`src/rtl/regport_pkg.sv`:
```
package regport_pkg;
  localparam int DATA_W = 18;
  localparam int ADDR_W = 5;

  typedef struct packed {
    logic sampleBit;
    logic loadRead;
    logic shiftRead;
    logic commitWr;
    logic selRise;
  } portCtl_t;

  // power-on contents of each implemented register
  function automatic logic [DATA_W-1:0] regDefault(input int idx);
    case (idx)
      0:       return 18'h00007;
      1:       return 18'h09003;
      2:       return 18'h00022;
      3:       return 18'h1FF78;
      4:       return 18'h09003;
      5:       return 18'h01780;
      7:       return 18'h14578;
      8:       return 18'h1E742;
      9:       return 18'h00120;
      default: return '0;
    endcase
  endfunction
endpackage

```
`src/rtl/cfgPortCtrl.sv`:
```
module cfgPortCtrl
  import regport_pkg::*;
#(
  parameter int SYNC_STAGES = 2,
  parameter int HDR_BITS    = 1 + ADDR_W,
  parameter int FRAME_BITS  = 1 + ADDR_W + DATA_W
) (
  input  logic     clk,
  input  logic     rstN,
  input  logic     selN,
  input  logic     sclk,
  input  logic     sdiIn,
  output logic     sdiSync,
  output portCtl_t ctl,
  output logic     oeReg
);
  localparam int CNT_W = $clog2(FRAME_BITS + 2);
  localparam logic [CNT_W-1:0] HDR_CNT   = CNT_W'(HDR_BITS);
  localparam logic [CNT_W-1:0] FRAME_CNT = CNT_W'(FRAME_BITS);
  localparam logic [CNT_W-1:0] SAT_CNT   = CNT_W'(FRAME_BITS + 1);

  logic [SYNC_STAGES-1:0] selPipe, sclkPipe, sdiPipe;
  logic selS, sclkS, selPrev, sclkPrev;
  logic rwFlag, riseEdge, fallEdge;
  logic [CNT_W-1:0] bitCnt;

  always_ff @(posedge clk or negedge rstN) begin
    if (!rstN) begin
      selPipe  <= '1;
      sclkPipe <= '0;
      sdiPipe  <= '0;
      selPrev  <= 1'b1;
      sclkPrev <= 1'b0;
    end else begin
      selPipe[0]  <= selN;
      sclkPipe[0] <= sclk;
      sdiPipe[0]  <= sdiIn;
      for (int i = 1; i < SYNC_STAGES; i++) begin
        selPipe[i]  <= selPipe[i-1];
        sclkPipe[i] <= sclkPipe[i-1];
        sdiPipe[i]  <= sdiPipe[i-1];
      end
      selPrev  <= selS;
      sclkPrev <= sclkS;
    end
  end

  assign selS     = selPipe[SYNC_STAGES-1];
  assign sclkS    = sclkPipe[SYNC_STAGES-1];
  assign sdiSync  = sdiPipe[SYNC_STAGES-1];
  assign riseEdge = sclkS & ~sclkPrev & ~selS;
  assign fallEdge = ~sclkS & sclkPrev & ~selS;

  always_ff @(posedge clk or negedge rstN) begin
    if (!rstN) begin
      bitCnt <= '0;
      rwFlag <= 1'b0;
      oeReg  <= 1'b0;
    end else if (selS) begin
      bitCnt <= '0;
      oeReg  <= 1'b0;
    end else begin
      if (riseEdge && bitCnt != SAT_CNT) bitCnt <= bitCnt + 1'b1;
      if (riseEdge && bitCnt == '0) rwFlag <= sdiSync;
      if (ctl.loadRead) oeReg <= 1'b1;
    end
  end

  always_comb begin
    ctl.sampleBit = riseEdge && (bitCnt < FRAME_CNT);
    ctl.loadRead  = fallEdge && rwFlag && (bitCnt == HDR_CNT);
    ctl.shiftRead = fallEdge && rwFlag && (bitCnt > HDR_CNT) && (bitCnt <= FRAME_CNT);
    ctl.commitWr  = fallEdge && !rwFlag && (bitCnt == FRAME_CNT);
    ctl.selRise   = selS & ~selPrev;
  end


  oe_read_chk: assert property (@(posedge clk) disable iff (!rstN) oeReg |-> rwFlag);

  cnt_sat_chk: assert property (@(posedge clk) disable iff (!rstN) bitCnt <= SAT_CNT);

  strobe_excl_chk: assert property (@(posedge clk) disable iff (!rstN)
    $onehot0({ctl.sampleBit, ctl.commitWr, ctl.loadRead, ctl.selRise}));
endmodule

```
`src/rtl/cfgPortData.sv`:
```
module cfgPortData
  import regport_pkg::*;
#(
  parameter int NUM_REGS      = 13,
  parameter int RECAL_MIN_CYC = 16,
  parameter int PLL_FIRST     = 1,
  parameter int PLL_LAST      = 7
) (
  input  logic                       clk,
  input  logic                       rstN,
  input  portCtl_t                   ctl,
  input  logic                       sdiSync,
  output logic [NUM_REGS*DATA_W-1:0] regFlat,
  output logic                       readBit,
  output logic                       recalStrobe
);
  localparam int SHIFT_W = ADDR_W + DATA_W;
  localparam int RC_W    = $clog2(RECAL_MIN_CYC + 1);
  localparam logic [ADDR_W-1:0] GRST_ADDR = '1;
  localparam logic [ADDR_W-1:0] NREG_A    = ADDR_W'(NUM_REGS);
  localparam logic [ADDR_W-1:0] PLL_LO_A  = ADDR_W'(PLL_FIRST);
  localparam logic [ADDR_W-1:0] PLL_HI_A  = ADDR_W'(PLL_LAST);
  localparam logic [RC_W-1:0]   RC_LAST   = RC_W'(RECAL_MIN_CYC - 1);

  logic [SHIFT_W-1:0] frameShift;
  logic [DATA_W-1:0]  regs [NUM_REGS];
  logic [DATA_W-1:0]  readShift, rdValue, wrData;
  logic [ADDR_W-1:0]  wrAddr, rdAddr;
  logic rstPending, pllHit, selSeen;
  logic [RC_W-1:0] recalCnt;

  assign wrAddr = frameShift[DATA_W +: ADDR_W];
  assign wrData = frameShift[DATA_W-1:0];
  assign rdAddr = frameShift[ADDR_W-1:0];
  assign pllHit = ctl.commitWr && wrAddr >= PLL_LO_A && wrAddr <= PLL_HI_A;

  always_ff @(posedge clk or negedge rstN) begin
    if (!rstN) frameShift <= '0;
    else if (ctl.sampleBit) frameShift <= {frameShift[SHIFT_W-2:0], sdiSync};
  end

  for (genvar g = 0; g < NUM_REGS; g++) begin : gReg
    always_ff @(posedge clk or negedge rstN) begin
      if (!rstN) regs[g] <= regDefault(g);
      else if (ctl.selRise && rstPending) regs[g] <= regDefault(g);
      else if (ctl.commitWr && wrAddr == ADDR_W'(g)) regs[g] <= wrData;
    end
    assign regFlat[g*DATA_W +: DATA_W] = regs[g];
  end

  always_ff @(posedge clk or negedge rstN) begin
    if (!rstN) rstPending <= 1'b0;
    else if (ctl.selRise) rstPending <= 1'b0;
    else if (ctl.commitWr && wrAddr == GRST_ADDR) rstPending <= 1'b1;
  end

  always_comb begin
    rdValue = '0;
    for (int i = 0; i < NUM_REGS; i++)
      if (rdAddr == ADDR_W'(i)) rdValue = regs[i];
  end

  always_ff @(posedge clk or negedge rstN) begin
    if (!rstN) readShift <= '0;
    else if (ctl.loadRead) readShift <= rdValue;
    else if (ctl.shiftRead) readShift <= {readShift[DATA_W-2:0], 1'b0};
  end
  assign readBit = readShift[DATA_W-1];

  always_ff @(posedge clk or negedge rstN) begin
    if (!rstN) begin
      recalStrobe <= 1'b0;
      recalCnt    <= '0;
      selSeen     <= 1'b0;
    end else if (pllHit) begin
      recalStrobe <= 1'b1;
      recalCnt    <= '0;
      selSeen     <= 1'b0;
    end else if (recalStrobe) begin
      if (recalCnt != RC_LAST) recalCnt <= recalCnt + 1'b1;
      if (ctl.selRise) selSeen <= 1'b1;
      if ((selSeen || ctl.selRise) && recalCnt == RC_LAST) recalStrobe <= 1'b0;
    end
  end


  grst_apply_chk: assert property (@(posedge clk) disable iff (!rstN)
    (ctl.selRise && rstPending) |=> (regs[0] == regDefault(0)));

  recal_src_chk: assert property (@(posedge clk) disable iff (!rstN)
    $rose(recalStrobe) |-> $past(ctl.commitWr));

  recal_hold_chk: assert property (@(posedge clk) disable iff (!rstN)
    $rose(recalStrobe) |=> recalStrobe);

  ignore_wr_chk: assert property (@(posedge clk) disable iff (!rstN)
    (ctl.commitWr && wrAddr >= NREG_A && wrAddr != GRST_ADDR) |=> $stable(regFlat));
endmodule

```
`src/rtl/cfgSerialPort.sv`:
```
module cfgSerialPort
  import regport_pkg::*;
#(
  parameter int NUM_REGS      = 13,
  parameter int SYNC_STAGES   = 2,
  parameter int RECAL_MIN_CYC = 16
) (
  input  logic                       clk,
  input  logic                       rstN,
  input  logic                       selN,
  input  logic                       sclk,
  input  logic                       sdiIn,
  output logic                       sdiOut,
  output logic                       sdiOe,
  output logic [NUM_REGS*DATA_W-1:0] cfgBus,
  output logic                       recalStrobe
);
  portCtl_t ctl;
  logic sdiSync, oeReg;

  cfgPortCtrl #(.SYNC_STAGES(SYNC_STAGES)) uCtrl (
    .clk(clk), .rstN(rstN), .selN(selN), .sclk(sclk), .sdiIn(sdiIn),
    .sdiSync(sdiSync), .ctl(ctl), .oeReg(oeReg)
  );

  cfgPortData #(.NUM_REGS(NUM_REGS), .RECAL_MIN_CYC(RECAL_MIN_CYC)) uData (
    .clk(clk), .rstN(rstN), .ctl(ctl), .sdiSync(sdiSync),
    .regFlat(cfgBus), .readBit(sdiOut), .recalStrobe(recalStrobe)
  );

  // the raw select releases the pad without synchronizer delay
  assign sdiOe = oeReg & ~selN;
endmodule

```
`config.mk`:
```
export PLATFORM = sky130hd
export DESIGN_NAME = cfgSerialPort
export DESIGN_NICKNAME = d
export VERILOG_FILES = /design/src/rtl/regport_pkg.sv /design/src/rtl/cfgPortCtrl.sv /design/src/rtl/cfgPortData.sv /design/src/rtl/cfgSerialPort.sv
export SDC_FILE = /design/constraint.sdc
export NUM_CORES = 1
export LEC_CHECK = 0
export ABC_CLOCK_PERIOD_IN_PS = 3300
export BUFFER_PORTS_ARGS = -buffer_cell sky130_fd_sc_hd__buf_2
export CORE_ASPECT_RATIO = 1.5
export CORE_MARGIN = 2
export CORE_UTILIZATION = 55
export CTS_BUF_LIST = sky130_fd_sc_hd__clkbuf_16
export DETAILED_ROUTE_END_ITERATION = 16
export GPL_TIMING_DRIVEN = 1
export HOLD_SLACK_MARGIN = 0.08
export PLACE_DENSITY = 0.78
export SYNTH_ARGS = -nofsm -noshare
export SYNTH_HDL_FRONTEND = slang
export SYNTH_SLANG_ARGS = --single-unit
```
`constraint.sdc`:
```
create_clock -name clk -period 3.3 [get_ports clk]
set_clock_uncertainty 0.2 [all_clocks]
set_input_delay 0.165 -clock clk [delete_from_list [all_inputs] [get_ports clk]]
set_output_delay 0.165 -clock clk [all_outputs]
set_load 0.01 [all_outputs]
```
== Yosys cells after proc, flatten, opt, wreduce, memory -nomap -nowiden ==
Index checks and enable logic that the tools add are counted.
Operators by class
  mux-type cells: 56
  bitwise logic cells: 11
  equal/unequal tests: 30
  order comparisons: 5
  reductions and logical operators: 55
  add/subtract/negate cells: 2
Operators with widths (count)
  $mux 18: 41
  $eq 5x4->1 const B: 11
  $eq 5x3->1 const B: 9
  $reduce_bool 2->1: 20
  $logic_and 1x1->1: 27
  $mux 5: 5
  $eq 5x2->1 const B: 4
  $logic_not 5->1: 3
  $add 5x1->5 const B: 2
  $eq 5x1->1 const B: 2
  $eq 5x5->1 const B: 2
  $mux 1: 10
  $and 1x1->1: 6
  $reduce_and 2->1: 3
  $ge 5x1->1 const B: 1
  $gt 5x3->1 const B: 1
  $le 5x3->1 const B: 1
  $le 5x5->1 const B: 1
  $lt 5x5->1 const B: 1
  $ne 5x4->1 const B: 1
  $ne 5x5->1 const B: 1
  $not 1->1: 5
  $logic_not 1->1: 1
  $logic_or 1x1->1: 1
Storage, ports and cells
  register bits: 298
  bits of input ports: 5

== Logic depth before layout (Yosys ltp) ==
  depth after elaboration: 15
  depth in mapped cells: 10
  depth with buffers taken out: 7

== Hierarchy ==
Synthesis repeated with hierarchy kept, for this count alone.
Unflattened totals
  cell total of the unflattened synthesis: 1618
  area total of the unflattened synthesis: 14789.2 um2
By module, submodules not included
  cfgPortData: cells an instance 1554, instances 1, sequential area each 7144.4 um2, area an instance 14063.5 um2
  cfgPortCtrl: cells an instance 63, instances 1, sequential area each 379.1 um2, area an instance 711.9 um2
  cfgSerialPort: cells an instance 1, instances 1, sequential area each 0.0 um2, area an instance 13.8 um2

== Least setup slack after synthesis ==
OpenSTA, ideal clock, no wires.
  path type: reg-to-reg
  from: reg uCtrl.bitCnt[0]
  to: reg uData.readShift[1]
  data required time: 2.969 ns
  cell stages (with the launch flop): 8
  setup time: 0.131 ns
  buffers on the path: 0
  data arrival time: 1.951 ns
  slack: 1.018 ns
  path through: dfrtp_1 inv_1 ha_1 nand3b_1 a21oi_1 o21ai_1 a211o_1 or3_1
Between the ends
  longest elaborated chain between the ends: 4
  elaborated cells on any way between the ends: 8
  those cells by class: order compare: 2; eq/ne: 1; mux: 1; reduce/logical: 4
Ends and longest elaborated chain
  from (decl): RTL line cfgPortCtrl.sv:25  | logic [CNT_W-1:0] bitCnt;
  from (signal assigned): RTL line cfgPortCtrl.sv:63  | if (riseEdge && bitCnt != SAT_CNT) bitCnt <= bitCnt + 1'b1;
  $gt 5x3->1: RTL line cfgPortCtrl.sv:72  | ctl.shiftRead = fallEdge && rwFlag && (bitCnt > HDR_CNT) && (bitCnt <= FRAME_CNT);
  $logic_and 1x1->1 (2 in series): RTL line cfgPortCtrl.sv:72
  $reduce_bool 2->1 (no line)
  to (signal assigned): RTL line cfgPortData.sv:65  | else if (ctl.loadRead) readShift <= rdValue;
  to (signal assigned): RTL line cfgPortData.sv:66  | else if (ctl.shiftRead) readShift <= {readShift[DATA_W-2:0], 1'b0};
  to (decl): RTL line cfgPortData.sv:27  | logic [DATA_W-1:0] readShift, rdValue, wrData;
Parallel ways exist; a longest one is shown, timed or not.
A chain may end at the register's enable or synchronous reset.

== Final worst setup path ==
  from: reg uData.frameShift[3]
  to: reg uData.readShift[1]
Between the ends
  longest elaborated chain between the ends: 15
  elaborated cells on any way between the ends: 27
  those cells by class: eq/ne: 12; mux: 14; reduce/logical: 1
Ends and longest elaborated chain
  from (decl): RTL line cfgPortData.sv:25  | logic [SHIFT_W-1:0] frameShift;
  from (signal assigned): RTL line cfgPortData.sv:39  | else if (ctl.sampleBit) frameShift <= {frameShift[SHIFT_W-2:0], sdiSync};
  $logic_not 5->1: RTL line cfgPortData.sv:60  | if (rdAddr == ADDR_W'(i)) rdValue = regs[i];
  $mux 18 (12 in series): RTL line cfgPortData.sv:60
  $mux 18 *: RTL line cfgPortData.sv:60
  $mux 18 *: RTL line cfgPortData.sv:65
Mark *: on every way between the ends. The rest lies on a longest branch, timed or not.

==> run_results.csv <==
group,metric,value,unit
logic_synthesis,netlist.area_leader.share,0.414,
routing,viasPerCell,6.60,
timing,timing.final.hold_violations,0,
timing,slew_viol_final,0,
logic_synthesis,synthArstFlopShare,1.00,
logic_synthesis,synth.top_cells.by_area,"dfrtp_1, dfstp_2, nand2_1, a21oi_1, mux2i_1",
clocking,tritoncts,"yes",
power,switching_share,0.300,
timing,period_minus_slack,2.83,ns
routing,num_vias,14200,
global_routing,grt_pass1_vias,13600,
final_layout,fillers,2184,
timing,setup_violations,0,
placed_design,place.gp.congestion,1.01,
global_routing,gr-usage-all-layers,0.414,
floorplanning,die_w,138,um
global_routing,antenna_found_initial,0,
worst_setup_path,arrival,3.07,ns
worst_setup_path,startpoint_type,"register",
final_layout,postLayoutCellArea,17400,sq um
final_layout,stdcell_count,2160,
timing,setup_tns,0,ns
global_routing,grt_max_degree,97,
logic_synthesis,synth_area_per_cell,9.24,sq um
logic_synthesis,synth_seq_cells,298,
floorplanning,start_util,0.559,
worst_setup_path,worst_setup_path_end_kind,"register",
global_routing,grt_remaining_overflow,0,
routing,drtIter0Drc,1598,
worst_setup_path,path_max_fanout,23,
timing,layout_setup_ws,0.474,ns
logic_synthesis,synth_most_common_cell,"nand2_1",
routing,antenna_left,0,
power,power_frac_seq,0.451,
logic_synthesis,ys.flop_type,"dfrtp_1",
power,ir_drop,0.000397,V
worst_setup_path,required,3.54,ns
worst_setup_path,crit_type,"reg2reg",
power,power_density,500,nW/um^2
logic_synthesis,ys_seq_area_frac,0.508,
timing,rsz0062_at_grt,"false",
placed_design,dp_slack,0.600,ns
routing,drc,0,
clocking,clock-sinks,298,
clocking,cts.htree.levels,1,
placed_design,dpl.hpwl,41.5,mm
placed_design,post_dp_cell_area,16300,sq um
routing,first_pass_iters,5,
routing,routed_wl,58.6,mm
placed_design,dpl.cell_count,2098,
power,power,8.71,mW
clocking,cts-root-buf,"clkbuf_16",
timing,hold_ws,0.123,ns
logic_synthesis,synth_edf_count,0,
clocking,ctsHoldBuffers,8,
logic_synthesis,synth_cells,1602,
clocking,postCtsSetupRepairBufs,0,
final_layout,n_antenna_cell,0,
logic_synthesis,yosysWarnings,0,
status,status,"finished clean",
power,p_int,6.10,mW
routing,avgRoutedWirePerCell,27.1,um
floorplanning,die_h,205,um
timing,fin_crit_sh,0.856,
power,comb_power_share,0.147,
logic_synthesis,synthTopCellsByCount,"nand2_1, dfrtp_1, a21oi_1",
logic_synthesis,syn-num-nets,1613,
timing,slew_headroom,0.361,
floorplanning,coreArea,26500,sq um
min_path,hold_path_class,"in2async",
power,leakagePower,8.72,nW
power,net-switching-power,2.61,mW
final_layout,fin_util,0.657,
power,p_clk_frac,0.402,
clocking,cts_buffer_depth,3,
final_layout,nNetsFinal,1811,
clocking,cts_resized,0,
clocking,cts_buffers,29,
timing,worst_pin_slew,0.958,ns
clocking,worst_skew_pair.late_latency,0.58,ns
logic_synthesis,syn-cell-area,14800,sq um
final_layout,area_delta_synth_final,17.7,%
clocking,path_clk_slew,0.06,ns
final_layout,drive_above_1_share,0.251,
global_routing,grt_pass1_wl,86.3,mm
flow_run,maxCapViolCount,0,
placed_design,portBuffers,241,
logic_synthesis,yosysTopAreaCell,"dfrtp_1",
floorplanning,std_cell_rows,73,
timing,fmax,0.354,GHz
floorplanning,die_area,28300,sq um
floorplanning,io_pins,242,
logic_synthesis,yosysUniqueCellTypes,82,
[critical path, cell delays in order (launching register included)]
cell and delay [ns]:
dfrtp_1 0.52, buf_4 0.32, nor2_1 0.39, nand3_1 0.46
o2111ai_1 0.39, a311oi_1 0.09, or3_1 0.32
[power groups by stage]
| stage | Sequential (mW) | Clock, mW | Combinational [mW] |
|---|---|---|---|
| after floorplan | 3.80 | 0 | 0.813 |
| after global placement | 3.97 | 0 | 1.21 |
| after detailed placement | 3.98 | 0 | 1.22 |
| after CTS | 3.91 | 3.51 | 1.24 |
| after global routing | 3.93 | 3.66 | 1.34 |
| final | 3.93 | 3.50 | 1.28 |
[cell usage in the layout (no fill, tap or decap), types with 7 or more instances in the layout]
cell type        n
dfstp_2         53
dlygate4sd3_1    7
nor3_1          24
a221o_1         10
nand2_1        371
clkbuf_16       29
buf_2          240
nand3b_1         8
inv_1           15
and3_1           7
o22ai_1          9
a211oi_1        14
a22oi_1         22
a21oi_1        162
a21o_1          12
or3_1           17
nand3_1         76
dfrtp_1        242
a22o_1           8
nor2_1          93
nand2b_1        17
a221oi_1        12
a31oi_1          7
buf_4           54
mux2i_1         60
mux2_2          23
o21ai_0         17
nor2b_1         20
o221ai_1        16
nor3b_1          7
o211ai_1        16
[metal layers]
| layer | up-vias | GRT usage | part of all wire |
|---|---|---|---|
| met2 | 1008 | 0.669 | 0.48 |
| met1 | 6974 | 0.522 | 0.36 |
| met3 | 256 | 0.0658 | 0.091 |
| met5 | - | 0 | 0 |
| met4 | 0 | 0.245 | 0.073 |
| li1 | 6010 | - | - |
[area by class of cell]
cell class | instances | area (sq um) | area share
Inverter | 10 | 37.5 | 0.00216
Tap cell | 337 | 422 | 0.0242
Clock buffer | 29 | 726 | 0.0417
Timing Repair Buffer | 308 | 1820 | 0.104
Sequential cell | 298 | 7530 | 0.432
Clock inverter | 25 | 260 | 0.0149
Multi-Input combinational cell | 1153 | 6620 | 0.380
[sequential cells by signal, indices dropped and copies added (netlist names)]
name	count
uData.readShift	18
uData.frameShift	23
uData.recalCnt	5
uCtrl.selPipe	2
uData.regFlat	234
uData.recalStrobe	1
uCtrl.sdiPipe	2
uCtrl.selPrev	1
uCtrl.bitCnt	5
uCtrl.sclkPipe	2
uData.selSeen	1
uCtrl.sclkPrev	1
uCtrl.rwFlag	1
uData.rstPending	1
uCtrl.oeReg	1
[kinds of logic after synthesis]
group | share of synthesized area
simple gates | 0.221
xor+xnor | 0.00355
mux | 0.0581
compound gates | 0.159
fa+ha+maj | 0.00507
flops | 0.508
buf+inv | 0.0452
[path summary, 6_finish.rpt]
kind / depth (start not counted) / slack (ns) / to / from
worst max-delay path: 6 / 0.47 / uData.readShift[1] / uData.frameShift[3]
worst min-delay path: 2 / 0.12 / uData.regFlat[98] / rstN
worst max register to register: 6 / 0.47 / uData.readShift[1] / uData.frameShift[3]
worst min register to register: 0 / 0.16 / uCtrl.selPipe[1] / uCtrl.selPipe[0]
max in group asynchronous: 3 / 2.27 / uData.regFlat[145] / rstN
min in group clk: 0 / 0.16 / uCtrl.selPipe[1] / uCtrl.selPipe[0]
No activity file was read; power rests on OpenSTA's default activity.
